==> src/rtl/ioreg_pkg.sv <==
package ioreg_pkg;

    localparam int DATA_W   = 8;
    localparam int ADDR_W   = 8;
    localparam int BIT_W    = $clog2(DATA_W);
    localparam int GP_COUNT = 3;

    localparam logic [ADDR_W-1:0] BIT_OP_TOP  = 8'h1F;
    localparam logic [ADDR_W-1:0] SHORT_TOP   = 8'h3F;
    localparam logic [ADDR_W-1:0] DATA_OFFSET = 8'h20;
    localparam logic [ADDR_W-1:0] EXT_BASE    = 8'h60;

    localparam logic [ADDR_W-1:0] GP_LOC [GP_COUNT] = '{8'h05, 8'h2C, 8'h84};
    localparam logic [ADDR_W-1:0] FLAG_LOC  = 8'h0A;
    localparam logic [ADDR_W-1:0] CTRL_LOC  = 8'h12;
    localparam logic [DATA_W-1:0] CTRL_IMPL = 8'h3F;

    typedef enum logic [2:0] {
        OP_SHORT_RD = 3'd0,
        OP_SHORT_WR = 3'd1,
        OP_LOAD     = 3'd2,
        OP_STORE    = 3'd3,
        OP_BSET     = 3'd4,
        OP_BCLR     = 3'd5,
        OP_BTEST    = 3'd6,
        OP_RSVD     = 3'd7
    } op_e;

    typedef struct packed {
        logic                legal;
        logic                is_read;
        logic                is_full_wr;
        logic                is_bset;
        logic                is_bclr;
        logic                is_test;
        logic [GP_COUNT-1:0] gp_hit;
        logic                flag_hit;
        logic                ctrl_hit;
    } dec_t;

    typedef struct packed {
        logic [DATA_W-1:0] mask;
        logic [DATA_W-1:0] val;
        logic [DATA_W-1:0] clr;
    } wr_t;

    function automatic dec_t decode_req(logic [2:0] op, logic [ADDR_W-1:0] addr);
        dec_t d;
        logic [ADDR_W-1:0] loc;
        d   = '0;
        loc = addr;
        case (op_e'(op))
            OP_SHORT_RD, OP_SHORT_WR: begin
                d.legal      = (addr <= SHORT_TOP);
                d.is_read    = (op_e'(op) == OP_SHORT_RD);
                d.is_full_wr = (op_e'(op) == OP_SHORT_WR);
            end
            OP_LOAD, OP_STORE: begin
                d.legal      = (addr >= DATA_OFFSET);
                d.is_read    = (op_e'(op) == OP_LOAD);
                d.is_full_wr = (op_e'(op) == OP_STORE);
                loc          = (addr >= EXT_BASE) ? addr : addr - DATA_OFFSET;
            end
            OP_BSET, OP_BCLR, OP_BTEST: begin
                d.legal   = (addr <= BIT_OP_TOP);
                d.is_bset = (op_e'(op) == OP_BSET);
                d.is_bclr = (op_e'(op) == OP_BCLR);
                d.is_test = (op_e'(op) == OP_BTEST);
            end
            default: d.legal = 1'b0;
        endcase
        if (d.legal) begin
            for (int i = 0; i < GP_COUNT; i++) begin
                d.gp_hit[i] = (loc == GP_LOC[i]);
            end
            d.flag_hit = (loc == FLAG_LOC);
            d.ctrl_hit = (loc == CTRL_LOC);
        end
        return d;
    endfunction

    function automatic logic [DATA_W-1:0] bit_onehot(logic [BIT_W-1:0] idx);
        return DATA_W'(1) << idx;
    endfunction

endpackage

==> src/rtl/ioreg_decode.sv <==
module ioreg_decode
    import ioreg_pkg::*;
(
    input  logic                req_valid,
    input  logic [2:0]          req_op,
    input  logic [ADDR_W-1:0]   req_addr,
    input  logic [BIT_W-1:0]    req_bit,
    input  logic [DATA_W-1:0]   req_wdata,
    output dec_t                dec,
    output wr_t                 wr,
    output logic                wr_go
);

    dec_t raw;

    always_comb begin
        raw = decode_req(req_op, req_addr);
        dec = raw;
        if (!req_valid) begin
            dec = '0;
        end
    end

    always_comb begin
        wr = '0;
        if (dec.is_full_wr) begin
            wr.mask = '1;
            wr.val  = req_wdata;
            wr.clr  = req_wdata;
        end else if (dec.is_bset) begin
            wr.mask = bit_onehot(req_bit);
            wr.val  = '1;
            wr.clr  = bit_onehot(req_bit);
        end else if (dec.is_bclr) begin
            wr.mask = bit_onehot(req_bit);
            wr.val  = '0;
            wr.clr  = '0;
        end
    end

    assign wr_go = dec.legal & (dec.is_full_wr | dec.is_bset | dec.is_bclr);

endmodule

==> src/rtl/ioreg_gp_bank.sv <==
module ioreg_gp_bank #(
    parameter int N     = 3,
    parameter int WIDTH = 8
) (
    input  logic                    clk,
    input  logic                    rst,
    input  logic [N-1:0]            we,
    input  logic [WIDTH-1:0]        mask,
    input  logic [WIDTH-1:0]        val,
    output logic [N-1:0][WIDTH-1:0] q
);

    for (genvar g = 0; g < N; g++) begin : g_reg
        always_ff @(posedge clk) begin
            if (rst) begin
                q[g] <= '0;
            end else if (we[g]) begin
                q[g] <= (q[g] & ~mask) | (val & mask);
            end
        end
    end

endmodule

==> src/rtl/ioreg_ctrl_reg.sv <==
module ioreg_ctrl_reg #(
    parameter int               WIDTH = 8,
    parameter logic [WIDTH-1:0] IMPL  = '1
) (
    input  logic             clk,
    input  logic             rst,
    input  logic             we,
    input  logic [WIDTH-1:0] mask,
    input  logic [WIDTH-1:0] val,
    output logic [WIDTH-1:0] q
);

    logic [WIDTH-1:0] eff_mask;
    assign eff_mask = mask & IMPL;

    always_ff @(posedge clk) begin
        if (rst) begin
            q <= '0;
        end else if (we) begin
            q <= (q & ~eff_mask) | (val & eff_mask);
        end
    end

endmodule

==> src/rtl/ioreg_flag_reg.sv <==
module ioreg_flag_reg #(
    parameter int WIDTH = 8
) (
    input  logic             clk,
    input  logic             rst,
    input  logic             clr_en,
    input  logic [WIDTH-1:0] clr_mask,
    input  logic [WIDTH-1:0] hw_set,
    output logic [WIDTH-1:0] q
);

    logic [WIDTH-1:0] kill;
    assign kill = clr_en ? clr_mask : '0;

    // set term applied last so a same-cycle event survives a clear
    always_ff @(posedge clk) begin
        if (rst) begin
            q <= '0;
        end else begin
            q <= (q & ~kill) | hw_set;
        end
    end

endmodule

==> src/rtl/ioreg_space.sv <==
module ioreg_space
    import ioreg_pkg::*;
(
    input  logic        clk,
    input  logic        rst,
    input  logic        req_valid,
    input  logic [2:0]  req_op,
    input  logic [7:0]  req_addr,
    input  logic [2:0]  req_bit,
    input  logic [7:0]  req_wdata,
    input  logic [7:0]  hw_flag_set,
    output logic        resp_valid,
    output logic        resp_illegal,
    output logic [7:0]  resp_data,
    output logic        resp_bit
);

    dec_t                          dec;
    wr_t                           wr;
    logic                          wr_go;
    logic [GP_COUNT-1:0][DATA_W-1:0] gp_q;
    logic [GP_COUNT-1:0]           gp_we;
    logic [DATA_W-1:0]             ctrl_q;
    logic [DATA_W-1:0]             flag_q;
    logic [DATA_W-1:0]             sel_val;

    ioreg_decode u_dec (
        .req_valid (req_valid),
        .req_op    (req_op),
        .req_addr  (req_addr),
        .req_bit   (req_bit),
        .req_wdata (req_wdata),
        .dec       (dec),
        .wr        (wr),
        .wr_go     (wr_go)
    );

    assign gp_we = wr_go ? dec.gp_hit : '0;

    ioreg_gp_bank #(.N(GP_COUNT), .WIDTH(DATA_W)) u_gp (
        .clk  (clk),
        .rst  (rst),
        .we   (gp_we),
        .mask (wr.mask),
        .val  (wr.val),
        .q    (gp_q)
    );

    ioreg_ctrl_reg #(.WIDTH(DATA_W), .IMPL(CTRL_IMPL)) u_ctrl (
        .clk  (clk),
        .rst  (rst),
        .we   (wr_go & dec.ctrl_hit),
        .mask (wr.mask),
        .val  (wr.val),
        .q    (ctrl_q)
    );

    ioreg_flag_reg #(.WIDTH(DATA_W)) u_flag (
        .clk      (clk),
        .rst      (rst),
        .clr_en   (wr_go & dec.flag_hit),
        .clr_mask (wr.clr),
        .hw_set   (hw_flag_set),
        .q        (flag_q)
    );

    always_comb begin
        sel_val = '0;
        for (int i = 0; i < GP_COUNT; i++) begin
            if (dec.gp_hit[i]) sel_val = sel_val | gp_q[i];
        end
        if (dec.ctrl_hit) sel_val = sel_val | ctrl_q;
        if (dec.flag_hit) sel_val = sel_val | flag_q;
    end

    always_ff @(posedge clk) begin
        if (rst) begin
            resp_valid   <= 1'b0;
            resp_illegal <= 1'b0;
            resp_data    <= '0;
            resp_bit     <= 1'b0;
        end else begin
            resp_valid   <= req_valid;
            resp_illegal <= req_valid & ~dec.legal;
            resp_data    <= (dec.legal & dec.is_read) ? sel_val : '0;
            resp_bit     <= dec.legal & dec.is_test & sel_val[req_bit];
        end
    end

endmodule

==> config.mk <==
export PLATFORM = sky130hd
export DESIGN_NAME = ioreg_space
export DESIGN_NICKNAME = d
export VERILOG_FILES = /design/src/rtl/ioreg_pkg.sv /design/src/rtl/ioreg_decode.sv /design/src/rtl/ioreg_gp_bank.sv /design/src/rtl/ioreg_ctrl_reg.sv /design/src/rtl/ioreg_flag_reg.sv /design/src/rtl/ioreg_space.sv
export SDC_FILE = /design/constraint.sdc
export NUM_CORES = 1
export LEC_CHECK = 0
export ABC_AREA = 1
export ABC_CLOCK_PERIOD_IN_PS = 3400
export BUFFER_PORTS_ARGS = -buffer_cell sky130_fd_sc_hd__buf_2
export CORE_MARGIN = 5
export CORE_UTILIZATION = 60
export CTS_CLUSTER_DIAMETER = 60
export DETAILED_ROUTE_END_ITERATION = 12
export GPL_TIMING_DRIVEN = 0
export PLACE_DENSITY = 0.9
export SLEW_MARGIN = 30
export SYNTH_ARGS = -nofsm -noshare
export SYNTH_HDL_FRONTEND = slang
export SYNTH_HIERARCHICAL = 1
export SYNTH_SLANG_ARGS = --single-unit
==> constraint.sdc <==
create_clock -name clk -period 3.4 [get_ports clk]
set_input_delay 0.51 -clock clk [delete_from_list [all_inputs] [get_ports clk]]
set_output_delay 0.51 -clock clk [all_outputs]
set_load 0.1 [all_outputs]
# Word-level counts from Yosys, hierarchy flattened
# Index checks and enable logic that the tools add are counted.
# Widths: inputs -> output; s select.
# totals
reg_bits,51
rom_bits,0
inputBits,33
ramBits,0
n_memories,0
latch_bits,0
word_cells,81
out_inout_bits,11
# op_classes
div,0
add_sub_neg,1
bitwise,30
mul,0
n_lt_le_gt_ge,5
muxes,19
n_reduce_logical,5
shift,1
eq_ne,11
# ops
operator,n
$mux 24,3
$or 8x8->8,9
$mux 8,8
$and 8x8->8,6
$not 8->8,2
$mux 11,1
$eq 3x3->1 const B,3
$and 8x6->8,1
$eq 8x3->1 const B,1
$eq 8x4->1 const B,1
$eq 8x5->1 const B,1
$eq 8x6->1 const B,1
$eq 8x8->1 const B,1
$ge 8x6->1 const B,1
$ge 8x7->1 const B,1
$le 8x5->1 const B,1
$le 8x6->1 const B,1
$not 6->8,1
$shl 1x3->8 const A,1
$sub 8x6->8 const B,1
$and 1x1->1,7
$eq 3x2->1 const B,2
$mux 3,2
$reduce_or 2->1,3
11 further kinds,13

# Longest topological paths before layout
# depth
ltp_word,18
depth_mapped,19
depth_no_buf,18

# By module
# Netlist, hierarchy kept.
# by_module_without_submodules
module,area_per_inst_um2,instances,seq_area_each_um2,cells_per_inst
ioreg_gp_bank,1081.0,1,480.5,174
ioreg_space,785.8,1,220.2,135
ioreg_decode,613.1,1,0.0,127
ioreg_flag_reg,299.0,1,160.2,42
ioreg_ctrl_reg,280.3,1,120.1,46

# Worst setup path before layout
# OpenSTA, ideal clock, no wires.
# synth_timing
kind,input port to flip-flop
startpoint,in req_addr[6]
endpoint,reg with a tool-made name
setup_slack_ns,1.435
setup_ns,0.114
cell_stages,15
n_path_buf,2
required_ns,3.286
t_arrival_ns,1.851
path_cell_list,inv_1 > ha_1 > inv_1 > nand2_1 > nand2_1 > nor2_2 > nand3_1 > nor2_1 > buf_6 > nand2_1 > inv_1 > buf_4 > nand2_1 > nor2_1 > nor2_2
# synth_rtl
item,line_no,text
start: declaration,ioreg_space.sv:8,"input logic [7:0] req_addr,"

==> impl_metrics.ini <==
[status]
status = finished, final reports clean

[sta]
setup_viol = 0
final-hold-violation-count = 0
slew_viol_final = 0
fin_worst_skew_ps = 10.9
fin_crit_sh = 0.623
fmax_mhz = 472
rsz0062_at_grt = false
fin_crit_ps = 2120
setup_ws_ps = 1280
worst_pin_slew_ps = 625
relSlewSlack = 0.579
fin_tns_setup_ps = 0

[global_route]
grt_first_pass_wirelength_mm = 12.3
antenna_found_initial = 0
grt_pass1_vias = 2852
grt_usage = 0.236
grt_overflow = 0
grt_max_degree = 16

[detailed_routing]
drt_wl_total_mm = 7.60
vias = 3173
drtPass1Iterations = 7
drtAntennaViolNets = 0
post_drt_wl_per_cell_microns = 11.8
drtIter0Drc = 297
viasPerCell = 4.93
drc_errors = 0

[place]
portBuffers = 42
dpl-instance-area_sq_um = 3360
dp_slack_ps = 1050
dp_hpwl_mm = 5.78
gp_congestion = 0.903

[setup_path]
worstSetupPathType = in -> reg
critPathBufInv = 4
worstSetupStartpoint = req_addr[6]
cp_slowest_cell = nor2_1
required_ps = 3650
crit_chain = buf_2 -> inv_1 -> ha_1 -> nand2_1 -> nor2_1 -> nand2_1 -> nand2_1 -> nand2_1 -> nand2_1 -> nand3_1 -> nor2_1 -> buf_6 -> nand2_1 -> nand2_1 -> inv_1 -> nand3_1 -> nand3_1 -> nand3_1 -> nand2_1 -> nor2_1
cp.arrival_ps = 2370
path_delay_family = simple AND/OR/NAND/NOR gates
start_kind = primary input
cp_common_cell = nand2_1
max_stage_delay_ps = 220
end_kind = register
cp_max_fo = 9

[clock_tree]
hold_buffers = 0
cts-root-buf = clkbuf_8
clk_pin_slew_ps = 90
cts_tree = built
clk-insertion-delay-late_ps = 310
cts_setup_buffers = 0
cts.path.max_buffers = 2
h-tree-depth = 2
cts_resized = 0
clock_sinks = 49
cts_buffers = 5

[pwr]
p_sw_frac = 0.275
power_frac_comb = 0.127
ir_drop_uv = 228
p_per_area_nw_per_um2 = 307
seq_power_share = 0.554
switching_power_uw = 291
power.internal_uw = 766
p_leak_nw = 1.98
power.share.clock = 0.319

[flow_run]
maxCapViolCount = 0

[finish]
fin_area_sq_um = 3440
fillers = 447
drive_gt1_frac = 0.153
syn2layout_area_growth_pct = 12.7
fin_nets = 608
n_antenna_cell = 0

[synthesis]
postSynthAreaPerCell_sq_um = 5.84
synth_cells = 523
synth_area_sq_um = 3050
synth_warnings = 6

[worst_hold_path]
holdCritStartpoint = hw_flag_set[7]
hold_path.class = in -> reg

[die]
die_w_microns = 81.3
placementRows = 26
ioPinCount = 44
dieArea_sq_um = 6620
core_area_sq_um = 5010
die_h_microns = 81.3
start_util = 0.610
worst register-to-register path: cells and delay by family, from the launching register on:
family | cells | cell delay, ps
flip-flops | 1 | 330
AND/OR/NAND/NOR | 8 | 720
area by class of cell:
cell class	count	area, sq um	share of cell area
buffer	17	153	0.0443
clock buffer	5	68.8	0.0200
clock inverter	3	17.5	0.00509
inverter	83	314	0.0912
multi-input combinational	375	1610	0.468
sequential	49	981	0.285
tap	70	87.6	0.0254
timing repair buffer	42	210	0.0611
power by group through the flow:
stage	logic [mW]	clock network [mW]	registers [mW]
6_report	0.135	0.337	0.586
5_1_grt	0.148	0.367	0.587
4_1_cts	0.132	0.343	0.586
3_5_place_dp	0.131	0	0.599
3_3_place_gp	0.127	0	0.599
2_1_floorplan	0.0717	0	0.608
cells in the final DEF, fill, tap and decap left out:
cell type and count:
nand2_1 210, nor2_1 83, inv_1 78, dfxtp_1 49, buf_2 44, nand3_1 16
a21oi_1 12, o21ai_0 12, buf_6 9, nor3_1 7, nand4_1 6, nor2_2 6
clkbuf_8 5, buf_4 5, inv_2 4, a31oi_1 3, nand2_4 2, nand2_2 2
nand3b_1 2, clkinv_2 2, conb_1 2, o21ai_2 2, ha_1 2, a21oi_2 1
nor3b_1 1, clkinvlp_4 1, inv_4 1, nor3_4 1, nor2_4 1, or2_2 1
o32ai_1 1, nor4_1 1, o32ai_2 1, clkbuf_1 1
layer usage:
| layer | track usage | up-vias | wire, microns |
|---|---|---|---|
| li1 | - | 1658 | - |
| met1 | 0.293 | 1381 | 3380 |
| met2 | 0.402 | 117 | 3550 |
| met3 | 0.0410 | 17 | 546 |
| met4 | 0.0963 | 0 | 125 |
| met5 | 0 | - | 0 |
final timing paths:
path | endpoint | slack [ps] | cells past startpoint
worst max-delay path | resp_bit | 1280 | 20
worst min-delay path | u_flag/q[7] | 430 | 3
worst max register to register | resp_bit | 2270 | 8
worst min register to register | u_flag/q[3] | 470 | 2
per-stage QoR:
stage	std cells	util	power (mW)	hold slack (ps)
after floorplan	524	-	0.679	439
after global placement	636	0.670	0.726	454
after detailed placement	636	0.670	0.730	457
after CTS	644	0.687	1.06	433
after global routing	644	0.687	1.10	438
final	644	0.687	1.06	433
Note: power is estimated with default switching activity, not from simulation.
